[config.mk]
export PLATFORM = sky130hd
export DESIGN_NAME = hdlc_rx_deframer
export DESIGN_NICKNAME = d
export VERILOG_FILES = /design/src/rtl/hdlc_rx_pkg.sv /design/src/rtl/hdlc_rx_symclass.sv /design/src/rtl/hdlc_rx_holdline.sv /design/src/rtl/hdlc_rx_octet.sv /design/src/rtl/hdlc_rx_deframer.sv
export SDC_FILE = /design/constraint.sdc
export NUM_CORES = 1
export LEC_CHECK = 0
export BUFFER_PORTS_ARGS = -buffer_cell sky130_fd_sc_hd__buf_2
export CAP_MARGIN = 20
export CORE_ASPECT_RATIO = 1.1
export CORE_UTILIZATION = 63
export CTS_CLUSTER_DIAMETER = 60
export DETAILED_ROUTE_END_ITERATION = 10
export PLACE_DENSITY_LB_ADDON = 0.08
export SYNTH_ARGS = -nofsm -noshare
export SYNTH_HDL_FRONTEND = slang
export SYNTH_SLANG_ARGS = --single-unit
[constraint.sdc]
create_clock -name clk -period 3.5 [get_ports clk]
set_input_delay 0.175 -clock clk [delete_from_list [all_inputs] [get_ports clk]]
set_output_delay 0.175 -clock clk [all_outputs]
set_load 0.02 [all_outputs]
[src/rtl/hdlc_rx_pkg.sv]
package hdlc_rx_pkg;
   typedef enum logic [1:0] {
      SYM_DATA  = 2'd0,
      SYM_STUFF = 2'd1,
      SYM_FLAG  = 2'd2,
      SYM_ABORT = 2'd3
   } sym_e;
endpackage

[src/rtl/hdlc_rx_symclass.sv]
module hdlc_rx_symclass
   import hdlc_rx_pkg::*;
#(
   parameter int RUN = 5
) (
   input  logic clk,
   input  logic rst_n,
   input  logic bit_en,
   input  logic bit_in,
   output sym_e sym
);
   localparam int RUN_MAX = RUN + 2;
   localparam int RUN_W   = $clog2(RUN_MAX + 1);

   logic [RUN_W-1:0] run_q;

   // classify the current bit against the ones seen before it
   always_comb begin
      if (bit_in) begin
         sym = (run_q >= RUN_W'(RUN + 1)) ? SYM_ABORT : SYM_DATA;
      end else if (run_q == RUN_W'(RUN)) begin
         sym = SYM_STUFF;
      end else if (run_q == RUN_W'(RUN + 1)) begin
         sym = SYM_FLAG;
      end else begin
         sym = SYM_DATA;
      end
   end

   always_ff @(posedge clk) begin
      if (!rst_n) begin
         run_q <= '0;
      end else if (bit_en) begin
         if (!bit_in) begin
            run_q <= '0;
         end else if (run_q != RUN_W'(RUN_MAX)) begin
            run_q <= run_q + 1'b1;
         end
      end
   end
endmodule

[src/rtl/hdlc_rx_holdline.sv]
module hdlc_rx_holdline #(
   parameter int DEPTH = 7
) (
   input  logic clk,
   input  logic rst_n,
   input  logic push,
   input  logic clear,
   input  logic din,
   output logic commit_v,
   output logic commit_bit
);
   localparam int FILL_W = $clog2(DEPTH + 1);

   logic [DEPTH-1:0]  line_q;
   logic [FILL_W-1:0] fill_q;

   // the oldest bit leaves only once the line is full
   assign commit_v   = push && (fill_q == FILL_W'(DEPTH));
   assign commit_bit = line_q[DEPTH-1];

   always_ff @(posedge clk) begin
      if (!rst_n) begin
         line_q <= '0;
         fill_q <= '0;
      end else if (clear) begin
         fill_q <= '0;
      end else if (push) begin
         line_q <= {line_q[DEPTH-2:0], din};
         if (fill_q != FILL_W'(DEPTH)) begin
            fill_q <= fill_q + 1'b1;
         end
      end
   end
endmodule

[src/rtl/hdlc_rx_octet.sv]
module hdlc_rx_octet
   import hdlc_rx_pkg::*;
#(
   parameter int BYTE_W    = 8,
   parameter bit LSB_FIRST = 1'b1
) (
   input  logic              clk,
   input  logic              rst_n,
   input  logic              step,
   input  sym_e              sym,
   input  logic              commit_v,
   input  logic              commit_bit,
   output logic              in_frame,
   output logic              out_valid,
   output logic [BYTE_W-1:0] out_data,
   output logic              out_sof,
   output logic              out_eof,
   output logic              out_abort,
   output logic              out_misalign
);
   localparam int CNT_W = (BYTE_W > 2) ? $clog2(BYTE_W) : 1;

   logic [BYTE_W-1:0] acc_q, acc_nx, pend_q;
   logic [CNT_W-1:0]  cnt_q;
   logic              pend_v, started;

   generate
      if (LSB_FIRST) begin : g_lsb
         assign acc_nx = {commit_bit, acc_q[BYTE_W-1:1]};
      end else begin : g_msb
         assign acc_nx = {acc_q[BYTE_W-2:0], commit_bit};
      end
   endgenerate

   always_ff @(posedge clk) begin
      if (!rst_n) begin
         in_frame     <= 1'b0;
         acc_q        <= '0;
         pend_q       <= '0;
         cnt_q        <= '0;
         pend_v       <= 1'b0;
         started      <= 1'b0;
         out_valid    <= 1'b0;
         out_data     <= '0;
         out_sof      <= 1'b0;
         out_eof      <= 1'b0;
         out_abort    <= 1'b0;
         out_misalign <= 1'b0;
      end else begin
         out_valid    <= 1'b0;
         out_sof      <= 1'b0;
         out_eof      <= 1'b0;
         out_abort    <= 1'b0;
         out_misalign <= 1'b0;
         if (step) begin
            unique case (sym)
               SYM_FLAG: begin
                  if (in_frame && (pend_v || cnt_q != '0)) begin
                     out_valid    <= 1'b1;
                     out_sof      <= !started;
                     out_eof      <= 1'b1;
                     out_misalign <= (cnt_q != '0);
                     out_data     <= pend_v ? pend_q : '0;
                  end
                  in_frame <= 1'b1;
                  pend_v   <= 1'b0;
                  cnt_q    <= '0;
                  started  <= 1'b0;
               end
               SYM_ABORT: begin
                  if (in_frame && (pend_v || cnt_q != '0 || started)) begin
                     out_valid <= 1'b1;
                     out_sof   <= !started;
                     out_eof   <= 1'b1;
                     out_abort <= 1'b1;
                     out_data  <= pend_v ? pend_q : '0;
                  end
                  in_frame <= 1'b0;
                  pend_v   <= 1'b0;
                  cnt_q    <= '0;
                  started  <= 1'b0;
               end
               default: begin
                  if (commit_v) begin
                     acc_q <= acc_nx;
                     if (cnt_q == CNT_W'(BYTE_W - 1)) begin
                        cnt_q  <= '0;
                        pend_q <= acc_nx;
                        pend_v <= 1'b1;
                        if (pend_v) begin
                           out_valid <= 1'b1;
                           out_sof   <= !started;
                           out_data  <= pend_q;
                           started   <= 1'b1;
                        end
                     end else begin
                        cnt_q <= cnt_q + 1'b1;
                     end
                  end
               end
            endcase
         end
      end
   end
endmodule

[src/rtl/hdlc_rx_deframer.sv]
module hdlc_rx_deframer
   import hdlc_rx_pkg::*;
#(
   parameter int BYTE_W    = 8,
   parameter int STUFF_RUN = 5,
   parameter bit LSB_FIRST = 1'b1
) (
   input  logic              clk,
   input  logic              rst_n,
   input  logic              bit_en,
   input  logic              bit_in,
   output logic              out_valid,
   output logic [BYTE_W-1:0] out_data,
   output logic              out_sof,
   output logic              out_eof,
   output logic              out_abort,
   output logic              out_misalign
);
   // a delimiter leaves a leading zero plus one more one than the stuffing run
   localparam int HOLD_DEPTH = STUFF_RUN + 2;

   generate
      if (BYTE_W < 2) begin : g_bad_width
         $error("BYTE_W must be at least 2");
      end
      if (STUFF_RUN < 2) begin : g_bad_run
         $error("STUFF_RUN must be at least 2");
      end
   endgenerate

   sym_e sym;
   logic frm_open, push, clear, commit_v, commit_bit;

   assign push  = bit_en && frm_open && (sym == SYM_DATA);
   assign clear = !frm_open || (bit_en && (sym == SYM_FLAG || sym == SYM_ABORT));

   hdlc_rx_symclass #(.RUN(STUFF_RUN)) u_cls (
      .clk    (clk),
      .rst_n  (rst_n),
      .bit_en (bit_en),
      .bit_in (bit_in),
      .sym    (sym)
   );

   hdlc_rx_holdline #(.DEPTH(HOLD_DEPTH)) u_hold (
      .clk        (clk),
      .rst_n      (rst_n),
      .push       (push),
      .clear      (clear),
      .din        (bit_in),
      .commit_v   (commit_v),
      .commit_bit (commit_bit)
   );

   hdlc_rx_octet #(.BYTE_W(BYTE_W), .LSB_FIRST(LSB_FIRST)) u_oct (
      .clk          (clk),
      .rst_n        (rst_n),
      .step         (bit_en),
      .sym          (sym),
      .commit_v     (commit_v),
      .commit_bit   (commit_bit),
      .in_frame     (frm_open),
      .out_valid    (out_valid),
      .out_data     (out_data),
      .out_sof      (out_sof),
      .out_eof      (out_eof),
      .out_abort    (out_abort),
      .out_misalign (out_misalign)
   );
endmodule

======== Word level (Yosys, flattened, before mapping) ========
Cells that the tools add are included.
storage, ports and cells
  bits in registers ....................... 48
  input port bits ......................... 4
  output and inout bits ................... 13
  logic and storage cells ................. 106
operators by class
  add/subtract/negate cells ............... 3
  order comparisons ....................... 1
  equal/unequal tests ..................... 11
  mux-type cells .......................... 37
  bitwise logic cells ..................... 3
  reductions and logical operators ........ 36
operators by type and width
  kind                                                       count
  2-to-1 mux 8 bit                                           6
  2-to-1 mux 1 bit                                           17
  one-hot mux 8 bit (2 select lines)                         1
  2-to-1 mux 3 bit                                           5
  == test 3 bit (second input constant)                      4
  AND reduction 2 bit                                        6
  AND reduction 4 bit                                        3
  nonzero test 3 bit                                         4
  adder 3 x 1 -> 3 bit (second input constant)               3
  AND reduction 3 bit                                        3
  2-to-1 mux 2 bit                                           4
  one-hot mux 1 bit (2 select lines)                         4
  nonzero test 2 bit                                         4
  logical AND 1 bit                                          6
  != test 2 x 1 -> 1 bit (second input constant)             3
  != test 3 bit (second input constant)                      2
  AND reduction 6 bit                                        1
  == test 2 bit (second input constant)                      2
  logical OR 1 bit                                           4
  OR reduction 2 bit                                         2
  greater-or-equal comparator 3 bit (second input constant)  1
  NOT 1 bit                                                  3
  logical NOT 1 bit                                          2
  logical NOT 2 bit                                          1

======== Logic depth before layout (Yosys ltp) ========
  word-level depth ........................ 10
  mapped depth ............................ 8
  mapped depth without buffers ............ 6

======== Modules after synthesis ========
Synthesis repeated with hierarchy kept, for this count alone.
unflattened totals
  cell total of the unflattened synthesis .. 226
  area total of the unflattened synthesis .. 2011.9 um^2
modules (own cells, without submodules)
  module            times used  cells an instance  area an instance (um^2)  seq. area each (um^2)
  hdlc_rx_octet     1           155                1367.6                   680.7
  hdlc_rx_holdline  1           44                 409.1                    200.2
  hdlc_rx_symclass  1           25                 212.7                    60.1
  hdlc_rx_deframer  1           2                  22.5                     0.0

======== Least setup slack after synthesis ========
OpenSTA, ideal clock, no wires.
  path type ............................... register to register
  from .................................... register u_cls.run_q[1]
  to ...................................... register u_oct.pend_q[0]
  setup time .............................. 0.116 ns
  arrival time ............................ 1.824 ns
  data required time ...................... 3.384 ns
  slack ................................... 1.560 ns
  stages on the path, launching flop included .. 9
  path buffers ............................ 2
  clock period less this slack ............ 1.940 ns
  cells stage by stage .................... dfxtp_1 -> inv_1 -> ha_1 -> or3_4 -> buf_6 -> a311oi_2 -> buf_6 -> mux2i_1 -> nor2b_1
between the ends
  word-level cells in the longest chain between the ends .. 8
  elaborated cells between the ends (all ways) .. 15
  classes of those cells .................. order compare: 1; eq/ne: 4; mux: 4; bitwise: 1; reduce/logical: 5
RTL lines
  element                                                                    line                                         RTL
  start, declared                                                            hdlc_rx_symclass.sv:15                       logic [RUN_W-1:0] run_q;
  start signal, assigned                                                     hdlc_rx_symclass.sv:37                       run_q <= run_q + 1'b1;
  branches (longest 3 deep; another with greater-or-equal comparator 3 bit)  n/a
  2-to-1 mux 2 bit (*)                                                       hdlc_rx_symclass.sv:19                       if (bit_in) begin
  == test 2 bit / logical NOT 2 bit (equally long branches)                  hdlc_rx_octet.sv:56, hdlc_rx_deframer.sv:34
  OR reduction 2 bit (no line) / logical AND 1 bit (equally long branches)   n/a
  NOT 1 bit (no line) / logical AND 1 bit (equally long branches)            n/a
  AND reduction 4 bit (no line) (*)                                          n/a
  end signal, assigned                                                       hdlc_rx_octet.sv:88                          pend_q <= acc_nx;
  end, declared                                                              hdlc_rx_octet.sv:23                          logic [BYTE_W-1:0] acc_q, acc_nx, pend_q;
Every way passes the cells marked *.
A chain may end at the register's enable or synchronous reset.

======== Worst setup path after layout ========
Ends and elaborated chain as after synthesis.

==> results.sh <==
export IMPL_status="finished clean"
export IMPL_start_util_pct=65.63
export IMPL_clk_pin_slew_ps=140
export IMPL_power_switching_mw=0.2011
export IMPL_yosysWarnings=0
export IMPL_syn_nets=230
export IMPL_n_fill_cell=284
export IMPL_drtPass1Iterations=5
export IMPL_hold_violations=0
export IMPL_grt_overflow_total=0
export IMPL_viasPerCell=5.495
export IMPL_clockBufferDepth=2
export IMPL_avgSynthCellArea_um2=10.07
export IMPL_grt_pass1_wl_um=6941
export IMPL_cts_tree="done"
export IMPL_finClkSkew_ps=17.09
export IMPL_peakVddDrop_mv=0.3308
export IMPL_floorplan_die_width_um=58.16
export IMPL_grt_max_degree=50
export IMPL_slowest_delay_ps=850
export IMPL_synth_cells=217
export IMPL_post_cts_repair_setup_buffers=0
export IMPL_grt_usage_pct=24.38
export IMPL_fin_crit_sh_pct=72.40
export IMPL_ios=17
export IMPL_hp_class="input pin to register"
export IMPL_drt_wirelength_per_cell_um=14.02
export IMPL_seqCellArea_um2=940.9
export IMPL_finalNetCount=241
export IMPL_synth_seq_cells=47
export IMPL_internal_power_mw=0.6230
export IMPL_postRouteAntennaNets=0
export IMPL_cp_end_kind="register"
export IMPL_multiInputGateArea_um2=1135
export IMPL_wl_um=3884
export IMPL_clkLatencyLatePin_ps=380
export IMPL_final_min_clock_period_ps=2534
export IMPL_cts_resized=0
export IMPL_fp_dieArea_um2=3709
export IMPL_drv_cap=0
export IMPL_yosys_area_top_type="dfxtp_1"
export IMPL_n_antenna_cell=0
export IMPL_worst_ep_arrival_time_ps=2810
export IMPL_muxShareOfSynthArea_pct=14.71
export IMPL_place_gp_congestion=0.8386
export IMPL_synth_area_leaders="dfxtp_1 (43%), mux2i_1 (14%), nor2b_1 (7.4%)"
export IMPL_path_class="register to register"
export IMPL_final_util_pct=69.05
export IMPL_htreeDepth=2
export IMPL_fmax_mhz=394.6
export IMPL_slew_violations=0
export IMPL_power_frac_clock_pct=31.3
export IMPL_ys_seq_area_share_pct=43.05
export IMPL_switching_share_pct=24.40
export IMPL_numCtsBuffers=5
export IMPL_die_h_um=63.78
export IMPL_finalSetupViolations=0
export IMPL_synthFlopType="dfxtp_1"
export IMPL_power_density_nw_per_um2=358.3
export IMPL_via_count=1522
export IMPL_synth_compound_area_share_pct=11.39
export IMPL_root_buffer="clkbuf_4"
export IMPL_crit_chain="inv_1 -> ha_1 -> or3_4 -> a311oi_2 -> mux2i_1 -> nor2b_1"
export IMPL_synthToLayoutAreaGrowth_pct=5.209
export IMPL_cp_top_family="compound AO/OA/AOI/OAI gates"
export IMPL_yosys_area_share_adder_pct=5.152
export IMPL_leakagePower_nw=0.8727
export IMPL_synth_cell_types=39
export IMPL_start_kind="register"
export IMPL_core_area_um2=3331
export IMPL_antenna_found_initial=0
export IMPL_combPwrFrac_pct=3.5
export IMPL_cts_sinks=47
export IMPL_synth_xor_area_share_pct=0.4007
export IMPL_synth_area_um2=2186
export IMPL_synth_edf_count=0
export IMPL_synth_async_reset_ratio_pct=0
export IMPL_setup_tns_ps=0
export IMPL_seqPwrFrac_pct=65.2
export IMPL_worstPathRequired_ps=3780
export IMPL_drt_iter0_markers=69
export IMPL_maxSlewHeadroom_pct=36.28
export IMPL_crit_buf_inv=1
export IMPL_dp_hpwl_um=2730
export IMPL_numPortBuffers=16
export IMPL_drc=0
export IMPL_synth_top_family_by_area="simple AND/OR/NAND/NOR gates"
export IMPL_synth_top_area_share_pct=43.05
export IMPL_rsz0062_at_grt="false"
export IMPL_worst_pin_slew_ps=955.7
export IMPL_cts_hold_repair_buffers=0
export IMPL_cp_max_fo=9
export IMPL_rows=22
export IMPL_synthSimpleGateAreaFrac_pct=20.26
export IMPL_drive_gt1_share_pct=15.72
export IMPL_worst_path_max_delay_cell="a311oi_2"
export IMPL_grt_pass1_vias=1594
[area by class of cell]
class                      count  area share (%)
clock buffer                   5           1.632
clock inverter                 3          0.8705
inverter                       7           1.143
multi-input combinational    151           49.35
sequential                    47           40.91
tap                           48           2.612
timing repair buffer          16           3.482
[through the flow]
step                power [mW]  std cells  hold slack, ps  instance area [µm²]  worst slack, ps
CTS                     0.8299        277           123.7                 2300            930.1
detailed placement      0.5776        269           449.8                 2242            995.1
finish                  0.8241        277           144.1                 2300            965.9
floorplan               0.5765        217           433.9                 2186             1560
global route            0.8573        277           157.0                 2300            746.0
global placement        0.5765        269           446.9                 2242             1117
[synth_stat cells (3+ instances only)]
cell type / instances
clkbuf_1: 5
nand2_1: 23
or3_1: 3
dfxtp_1: 47
nand3_1: 12
a21oi_1: 6
inv_1: 7
mux2i_1: 31
buf_6: 4
nor2_1: 6
nor2b_1: 26
ha_1: 9
a21boi_0: 5
[cell usage in the layout, fill, tap and decap left out, types with 2 or more instances in the layout]
master      synthesis  layout
mux2i_1            31      31
clkinvlp_4          0       2
clkbuf_4            0       5
o21ai_0             2       2
o21a_1              2       2
or3_1               3       3
nor2b_1            26      26
nor2_1              6       6
and3_1              2       2
inv_1               7       7
nand2_1            23      23
a21oi_1             6       6
nand3_1            12      12
nand2b_1            2       2
nand3b_1            2       2
a31oi_4             2       2
dfxtp_1            47      47
ha_1                9       9
a21boi_0            5       5
buf_2               1      16
[final timing paths]
check,startpoint,to,slack [ps],cells past startpoint
setup / recovery,u_cls.run_q[1],u_oct.pend_q[0],970,6
hold / removal,bit_in,u_hold.line_q[0],140,3
setup reg to reg,u_cls.run_q[1],u_oct.pend_q[0],970,6
hold reg to reg,u_oct.out_data[0],u_oct.out_data[0],470,2
[logic make-up (layout without fill, tap and decap cells)]
kind of cell / after synthesis / after routing
simple gates: 82 / 82
flops: 47 / 47
mux: 32 / 32
compound gates: 27 / 27
buf+inv: 19 / 31
fa+ha+maj: 9 / 9
xor+xnor: 1 / 1
[flip-flops by register name, summed over array words and instances, names as in the netlist, 3 cells and up]
signal          flops
u_oct.pend_q        8
u_cls.run_q         3
u_oct.out_data      8
u_hold.line_q       7
u_oct.cnt_q         3
u_oct.acc_q         7
u_hold.fill_q       3
[per-layer routing]
| layer | vias up | routed length (µm) | track usage [%] |
|---|---|---|---|
| met5 | - | 0 | 0 |
| met4 | 0 | 91 | 11.01 |
| met3 | 10 | 105 | 6.883 |
| met2 | 26 | 1965 | 41.95 |
| met1 | 724 | 1722 | 27.51 |
| li1 | 762 | - | - |
[worst min-delay path: cells and delay by family]
kind | cells | cell delay [ps]
compound gates | 1 | 80
buf+inv | 1 | 150
simple gates | 1 | 70
[power groups by stage]
stage                     clock network [mW]  registers [mW]  logic, mW
after CTS                              0.264           0.537     0.0287
after floorplan                            0           0.549     0.0277
after global placement                     0           0.549     0.0275
after global routing                   0.288           0.538     0.0315
after detailed placement                   0           0.549     0.0285
final                                  0.258           0.537     0.0288
No activity file was read; power rests on OpenSTA's default activity.
